<file path="src/rtl/dual_retire_rob.sv">
module dual_retire_rob #(
  parameter int DEPTH = 9,
  parameter int DW    = 32,
  parameter int AW    = 16,
  parameter int RW    = 5
) (
  input  logic                     clk,
  input  logic                     rst_n,
  input  logic                     alloc_req0,
  input  logic                     alloc_req1,
  input  logic [1:0]               alloc_typ0,
  input  logic [1:0]               alloc_typ1,
  input  logic [AW-1:0]            alloc_dst0,
  input  logic [AW-1:0]            alloc_dst1,
  output logic                     alloc_ok,
  output logic [$clog2(DEPTH)-1:0] alloc_tag0,
  output logic [$clog2(DEPTH)-1:0] alloc_tag1,
  input  logic                     cdb_vld0,
  input  logic [$clog2(DEPTH)-1:0] cdb_tag0,
  input  logic [DW-1:0]            cdb_dat0,
  input  logic                     cdb_vld1,
  input  logic [$clog2(DEPTH)-1:0] cdb_tag1,
  input  logic [DW-1:0]            cdb_dat1,
  input  logic                     br_vld,
  input  logic [$clog2(DEPTH)-1:0] br_tag,
  input  logic                     br_mis,
  output logic                     rf_we0,
  output logic [RW-1:0]            rf_idx0,
  output logic [DW-1:0]            rf_dat0,
  output logic [$clog2(DEPTH)-1:0] rf_tag0,
  output logic                     rf_we1,
  output logic [RW-1:0]            rf_idx1,
  output logic [DW-1:0]            rf_dat1,
  output logic [$clog2(DEPTH)-1:0] rf_tag1,
  output logic                     st_we,
  output logic [AW-1:0]            st_addr,
  output logic [DW-1:0]            st_dat,
  output logic                     flush
);
  localparam int TW = $clog2(DEPTH);
  localparam int CW = $clog2(DEPTH + 1);
  localparam logic [1:0] T_ALU = 2'd0, T_LD = 2'd1, T_ST = 2'd2, T_BR = 2'd3;

  function automatic logic [TW-1:0] nxt(input logic [TW-1:0] x);
    return (x == TW'(DEPTH - 1)) ? '0 : x + 1'b1;
  endfunction

  logic [DEPTH-1:0] e_vld, e_rdy, e_mis;
  logic [1:0]       e_typ [DEPTH];
  logic [AW-1:0]    e_dst [DEPTH];
  logic [DW-1:0]    e_val [DEPTH];

  logic [TW-1:0] head, tail, h1, head_n;
  logic [CW-1:0] cnt, free_n, n_req, n_fire, n_ret;
  logic          fire0, fire1, ret0, ret1, fl0, fl1;
  logic          st0, st1, br0, br1, wr0, wr1;

  assign h1    = nxt(head);
  assign st0   = e_typ[head] == T_ST;
  assign st1   = e_typ[h1] == T_ST;
  assign br0   = e_typ[head] == T_BR;
  assign br1   = e_typ[h1] == T_BR;
  assign wr0   = e_typ[head] == T_ALU || e_typ[head] == T_LD;
  assign wr1   = e_typ[h1] == T_ALU || e_typ[h1] == T_LD;

  assign ret0  = cnt != '0 && e_vld[head] && e_rdy[head];
  assign fl0   = ret0 && br0 && e_mis[head];
  assign ret1  = ret0 && !fl0 && cnt > CW'(1) && e_vld[h1] && e_rdy[h1] && !(st0 && st1);
  assign fl1   = ret1 && br1 && e_mis[h1];
  assign flush = fl0 || fl1;
  assign n_ret = CW'(ret0) + CW'(ret1);
  assign head_n = ret1 ? nxt(h1) : (ret0 ? h1 : head);

  assign free_n     = CW'(DEPTH) - cnt;
  assign n_req      = alloc_req0 ? (alloc_req1 ? CW'(2) : CW'(1)) : '0;
  assign alloc_ok   = !flush && free_n >= n_req;
  assign fire0      = alloc_ok && alloc_req0;
  assign fire1      = fire0 && alloc_req1;
  assign n_fire     = CW'(fire0) + CW'(fire1);
  assign alloc_tag0 = tail;
  assign alloc_tag1 = nxt(tail);

  assign rf_we0  = ret0 && wr0;
  assign rf_idx0 = e_dst[head][RW-1:0];
  assign rf_dat0 = e_val[head];
  assign rf_tag0 = head;
  assign rf_we1  = ret1 && wr1;
  assign rf_idx1 = e_dst[h1][RW-1:0];
  assign rf_dat1 = e_val[h1];
  assign rf_tag1 = h1;

  assign st_we   = (ret0 && st0) || (ret1 && st1);
  assign st_addr = (ret0 && st0) ? e_dst[head] : e_dst[h1];
  assign st_dat  = (ret0 && st0) ? e_val[head] : e_val[h1];

  always_ff @(posedge clk or negedge rst_n) begin
    if (!rst_n) begin
      head <= '0;
      tail <= '0;
      cnt  <= '0;
    end else begin
      head <= head_n;
      if (flush) begin
        tail <= head_n;
        cnt  <= '0;
      end else begin
        tail <= fire1 ? nxt(nxt(tail)) : (fire0 ? nxt(tail) : tail);
        cnt  <= cnt + n_fire - n_ret;
      end
    end
  end

  for (genvar i = 0; i < DEPTH; i++) begin : g_ent
    logic hit0, hit1, hitb, gone, new0, new1;
    assign hit0 = e_vld[i] && e_typ[i] != T_BR && cdb_vld0 && cdb_tag0 == TW'(i);
    assign hit1 = e_vld[i] && e_typ[i] != T_BR && cdb_vld1 && cdb_tag1 == TW'(i);
    assign hitb = e_vld[i] && e_typ[i] == T_BR && br_vld && br_tag == TW'(i);
    assign gone = flush || (ret0 && head == TW'(i)) || (ret1 && h1 == TW'(i));
    assign new0 = fire0 && tail == TW'(i);
    assign new1 = fire1 && nxt(tail) == TW'(i);

    always_ff @(posedge clk or negedge rst_n) begin
      if (!rst_n) begin
        e_vld[i] <= 1'b0;
        e_rdy[i] <= 1'b0;
        e_mis[i] <= 1'b0;
      end else if (gone) begin
        e_vld[i] <= 1'b0;
        e_rdy[i] <= 1'b0;
      end else if (new0 || new1) begin
        e_vld[i] <= 1'b1;
        e_rdy[i] <= 1'b0;
        e_mis[i] <= 1'b0;
      end else if (hit0 || hit1) begin
        e_rdy[i] <= 1'b1;
      end else if (hitb) begin
        e_rdy[i] <= 1'b1;
        e_mis[i] <= br_mis;
      end
    end

    always_ff @(posedge clk) begin
      if (!gone && new0) begin
        e_typ[i] <= alloc_typ0;
        e_dst[i] <= alloc_dst0;
      end else if (!gone && new1) begin
        e_typ[i] <= alloc_typ1;
        e_dst[i] <= alloc_dst1;
      end
      if (!gone && !new0 && !new1) begin
        if (hit1)      e_val[i] <= cdb_dat1;
        else if (hit0) e_val[i] <= cdb_dat0;
      end
    end
  end
endmodule

</file>
<file path="config.mk">
export PLATFORM = sky130hd
export DESIGN_NAME = dual_retire_rob
export DESIGN_NICKNAME = d
export VERILOG_FILES = /design/src/rtl/dual_retire_rob.sv
export SDC_FILE = /design/constraint.sdc
export NUM_CORES = 1
export LEC_CHECK = 0
export BUFFER_PORTS_ARGS = -buffer_cell sky130_fd_sc_hd__buf_4
export CAP_MARGIN = 15
export CORE_ASPECT_RATIO = 0.8
export CORE_MARGIN = 2
export CORE_UTILIZATION = 45
export CTS_BUF_LIST = sky130_fd_sc_hd__clkbuf_4 sky130_fd_sc_hd__clkbuf_8
export DETAILED_ROUTE_END_ITERATION = 10
export PLACE_DENSITY = 0.64
export SLEW_MARGIN = 20
export SYNTH_ARGS = -nofsm -noshare
export SYNTH_HDL_FRONTEND = slang
export SYNTH_SLANG_ARGS = --single-unit
</file>
<file path="constraint.sdc">
create_clock -name clk -period 6.3 [get_ports clk]
set_clock_uncertainty 0.2 [all_clocks]
set_input_delay 0.63 -clock clk [delete_from_list [all_inputs] [get_ports clk]]
set_output_delay 0.63 -clock clk [all_outputs]
set_load 0.005 [all_outputs]
</file>
* Word-level counts from Yosys, hierarchy flattened
Memories as Yosys holds them, arrays and structs flattened.
Index checks and enable logic that the tools add are counted.
** Word-level totals
- Output and inout port bits :: 143
- Bits in writable memories :: 450
- Memories kept :: 3
- Input port bits :: 120
- Word-level logic and storage cells :: 741
- Register bits :: 39
** Memories
- e_val :: words 9, width 32, read ports 2, clocked after memory_dff 0, wr ports 9, line 51 : logic [DW-1:0] e_val [DEPTH];
- e_dst :: words 9, width 16, read ports 2, clocked after memory_dff 0, wr ports 3, line 50 : logic [AW-1:0] e_dst [DEPTH];
- e_typ :: words 9, width 2, read ports 11, clocked after memory_dff 0, wr ports 3, line 49 : logic [1:0] e_typ [DEPTH];
** Cells by class
- Reductions and logical operators :: 292
- Equal/unequal tests :: 89
- Add/sub/neg operators :: 9
- Bitwise logic cells :: 36
- Mux-type cells :: 278
- Order comparisons :: 4
** Operators by type and width (number)
- $mux 32 :: 10
- $mux 16 :: 16
- $mux 1 :: 207
- $logic_and 1x1->1 :: 163
- $eq 4x3->1 const B :: 28
- $reduce_or 16->1 :: 6
- $mux 4 :: 22
- $eq 4x2->1 const B :: 14
- $logic_or 1x1->1 :: 40
- $reduce_bool 4->1 :: 10
- $ne 2x2->1 const B :: 18
- $reduce_bool 2->1 :: 18
- $mux 2 :: 17
- $logic_not 1->1 :: 30
- $eq 4x1->1 const B :: 7
- $eq 4x4->1 const B :: 7
- $logic_not 4->1 :: 7
- $or 1x1->1 :: 27
- $reduce_and 3->1 :: 9
- $eq 2x2->1 const B :: 13
- $bmux 1 s4 :: 6
- $add 4x1->4 const B :: 4
- $reduce_or 2->1 :: 6
- $lt 4x5->1 const B :: 2
- 10 further kinds :: 21

* Longest topological paths before layout
- Depth after elaboration :: 29
- Mapped depth :: 27
- Mapped depth without buffers :: 21

* Worst setup path after synthesis
No wires, ideal clock.
- Path type :: reg2reg
- Start point :: register head[1] (netlist: rf_tag0[1])
- End point :: memory e_val[5][0], enable pin
- Path buffers :: 5
- Arrival :: 6.290 ns
- Data required time :: 5.599 ns
- Cell stages (with the launch flop) :: 14
- Setup slack :: -0.692 ns
- Cell sequence :: dfrtp_1 -> buf_2 -> buf_2 -> inv_1 -> ha_1 -> clkbuf_1 -> mux4_2 -> a221oi_2 -> a41o_1 -> buf_2 -> buf_2 -> o31ai_2 -> nand2b_1 -> nor4_1
** RTL lines
- from (decl) :: line 53 : logic [TW-1:0] head, tail, h1, head_n;
- from (signal assigned) :: line 102 : head <= head_n;
- to (decl) :: line 51

* Worst setup path in the final report
- Start point :: register head[2] (netlist: rf_tag0[2])
- End point :: output st_addr[15]
** Between the ends
- Cells in the longest elaborated chain, start to end :: 6
- Elaborated cells between the ends (all ways) :: 14
- Those cells by class :: add/sub: 1; eq/ne: 2; mux: 6; reduce/logical: 3; memory: 2
** Ends and longest elaborated chain
- parallel branches: the longest is 5 deep, another holds $mem_v2 9x16
- $mux 16 (*) :: line 93 : assign st_addr = (ret0 && st0) ? e_dst[head] : e_dst[h1];
- to (decl) :: line 36 : output logic [AW-1:0] st_addr,
Every way passes the cells marked *. The select of a mux whose other input is x is not followed.

==> flow_metrics.env <==
export IMPL_outcome="complete, no violations"
export IMPL_worstSetupPathType="reg2out"
export IMPL_yosys_area_share_adder_pct=1.03
export IMPL_synth_top_family_by_area="multiplexers"
export IMPL_area_growth_pct=16.0
export IMPL_route_detailed_drc=0
export IMPL_dp_hpwl_mm=58.6
export IMPL_synth_cells=2111
export IMPL_cts_max_path_buffers=3
export IMPL_grt_max_degree=113
export IMPL_layout_drive_gt1_share_pct=45.8
export IMPL_synth_area_mm2=0.0302
export IMPL_drv_cap=0
export IMPL_synth_flop_cell="edfxtp_1"
export IMPL_synth_compound_area_share_pct=5.44
export IMPL_clk_insertion_delay_late_ns=0.69
export IMPL_worstMarginPinSlew_ns=1.03
export IMPL_pre_cts_ws_ns=0.767
export IMPL_ant_nets=0
export IMPL_track_usage_pct=28.2
export IMPL_synth_xor_xnor_area_share_pct=0.116
export IMPL_nets=2523
export IMPL_worstSetupEndpointType="output pin"
export IMPL_synthTopCellsByArea="edfxtp_1 (45%), mux4_2 (15%), mux2_2 (15%)"
export IMPL_cts_resized=0
export IMPL_setup_viol=0
export IMPL_netSwitchingPower_w=0.00687
export IMPL_clk_pin_slew_worst_paths_ns=0.06
export IMPL_core_mm2=0.0661
export IMPL_grt_pass1_wl_mm=144
export IMPL_dp_cells=3151
export IMPL_synth_edff_count=450
export IMPL_leakagePower_nw=12.3
export IMPL_start_util_pct=45.7
export IMPL_power_frac_seq_pct=26.0
export IMPL_fmaxAchievable_mhz=172
export IMPL_holdWs_ns=0.0834
export IMPL_period_needed_ns=5.81
export IMPL_cp_arrival_ns=4.98
export IMPL_die_height_um=236
export IMPL_wire_per_inst_um=29.7
export IMPL_avgViaCountPerCell=6.42
export IMPL_cts_max_level=3
export IMPL_async_flop_share_pct=7.98
export IMPL_place_gp_congestion=0.989
export IMPL_cts_tree="done"
export IMPL_dieWidth_um=294
export IMPL_power_per_cell_area_mw_per_mm2=484
export IMPL_synth_warnings=0
export IMPL_internal_power_w=0.0101
export IMPL_rsz0062_at_grt="false"
export IMPL_comb_power_share_pct=56.5
export IMPL_syn_area_per_cell_um2=14.3
export IMPL_synth_cell_types=89
export IMPL_grt_pass1_vias=21800
export IMPL_mostFrequentLayoutCells="edfxtp_1 (450), mux2_2 (389), buf_4 (322), mux4_2 (202), nand2_1 (170)"
export IMPL_synthMuxAreaShare_pct=35.4
export IMPL_worstPathRequired_ns=5.47
export IMPL_netlist_area_leader_share_pct=44.7
export IMPL_num_io_pins=263
export IMPL_fin_cells=3315
export IMPL_final_hold_viol_count=0
export IMPL_worst_hold_path_type="in2reg"
export IMPL_synthSimpleGateAreaFrac_pct=7.37
export IMPL_seq_area_frac_synth_pct=48.0
export IMPL_fin_crit_sh_pct=92.2
export IMPL_root_buffer="clkbuf_8"
export IMPL_grt_overflow=0
export IMPL_critPathLaunchType="register"
export IMPL_wl_mm=98.6
export IMPL_critPathMaxFanout=32
export IMPL_antenna_found_initial=12
export IMPL_cts_buffers=85
export IMPL_p_total_w=0.0169
export IMPL_switching_share_pct=40.6
export IMPL_first_iter_violations=2479
export IMPL_vias=21300
export IMPL_synth_net_count=2254
export IMPL_port_buffers=262
export IMPL_fin_ws_ns=0.493
export IMPL_slew_violations=0
export IMPL_ctsHoldBuffers=1
export IMPL_num_rows=84
export IMPL_timing_setup_tns_ns=0
export IMPL_clock_sinks=489
export IMPL_yosysTopAreaCell="edfxtp_1"
export IMPL_cts_setup_buffers=0
export IMPL_slew_headroom_pct=30.3
export IMPL_firstDrtPassIters=6
export IMPL_postSynthRegisterBits=489
export IMPL_dieArea_mm2=0.0692
export IMPL_final_common_cell="edfxtp_1"
export IMPL_clkPwrFrac_pct=17.5
export IMPL_peakVddDrop_v=0.000469
==> synth_stat cells (all sizes together) (14+ instances only) <==
library cell and instances:
nand2 171, ha 20, mux2 492, nor2 75, edfxtp 450, inv 28, mux4 202, a22oi 38
dfrtp 39, clkbuf 72, buf 76, nand3 25, nor3 32, o21ai 56, a211oi 16, a21oi 45
mux2i 60, and3 14, nor4 27
==> power by group through the flow <==
stage,logic [W],registers (W),clock network (W)
floorplan,0.00573,0.00424,0
global placement,0.00944,0.00444,0
detailed placement,0.00951,0.00446,0
CTS,0.00955,0.00440,0.00302
global route,0.0102,0.00445,0.00314
finish,0.00957,0.00441,0.00296
==> critical path: stages (launching register included) <==
cell and delay (ns):
dfrtp_4 0.69, buf_4 0.51, nor2_1 0.28, a22o_1 0.28
a221oi_1 0.44, o21ai_2 0.25, inv_2 0.29, and2_4 0.60
buf_12 0.31, a211oi_1 0.08, a21oi_1 0.33, buf_4 0.18
==> sequential cells by signal, indices dropped and copies added, names as in the netlist <==
register,flops
cnt,4
e_mis,9
rf_tag0,4
e_typ,18
e_dst,144
e_rdy,9
e_val,288
alloc_tag0,4
e_vld,9
==> through the flow <==
stage | instance area, um^2 | utilization (%)
global placement | 33300 | 50.4
global route | 35000 | 53.0
floorplan | 30200 | -
detailed placement | 33300 | 50.4
CTS | 35000 | 52.9
finish | 35000 | 53.0
==> path summary, 6_finish.rpt <==
| kind | to | slack (ns) | cells after the start | start |
|---|---|---|---|---|
| worst min register to register | e_mis[5] | 0.38 | 2 | e_mis[5] |
| min in group asynchronous | rf_tag0[3] | 0.28 | 2 | rst_n |
| worst min-delay path | e_dst[1][11] | 0.08 | 2 | alloc_dst0[11] |
| worst max-delay path | st_addr[15] | 0.49 | 11 | rf_tag0[2] |
| worst max register to register | cnt[3] | 0.73 | 18 | rf_tag0[1] |
| max in group asynchronous | rf_tag0[1] | 5.18 | 2 | rst_n |
==> kinds of logic (layout without fill, tap and decap cells) <==
| group | after synthesis | in the layout |
|---|---|---|
| AOI/OAI and AO/OA | 238 | 238 |
| DFF | 489 | 489 |
| adders and majority gates | 23 | 23 |
| muxes | 754 | 754 |
| and+or+nand+nor | 425 | 425 |
| buffers and inverters | 178 | 513 |
| xor gates and xnor gates | 4 | 4 |
| other | 0 | 9 |
==> metal layers <==
layer / track usage (%) / vias up / routed length, um
met1: 39.2 / 10900 / 41100
met3: 7.99 / 211 / 9810
met2: 42.4 / 1076 / 44600
met4: 9.91 / 6 / 3080
li1: - / 9071 / -
met5: 0 / - / 44
==> final cells by class <==
class                           count  area, um^2
Fill cell                        5518       31100
Multi-Input combinational cell   1444       15100
Sequential cell                   489       14500
Timing Repair Buffer              330        2570
Clock buffer                      119        1440
Tap cell                          860        1080
Clock inverter                     34         221
Inverter                           30         120
Antenna cell                        9        22.5
No activity file was read; power rests on OpenSTA's default activity.
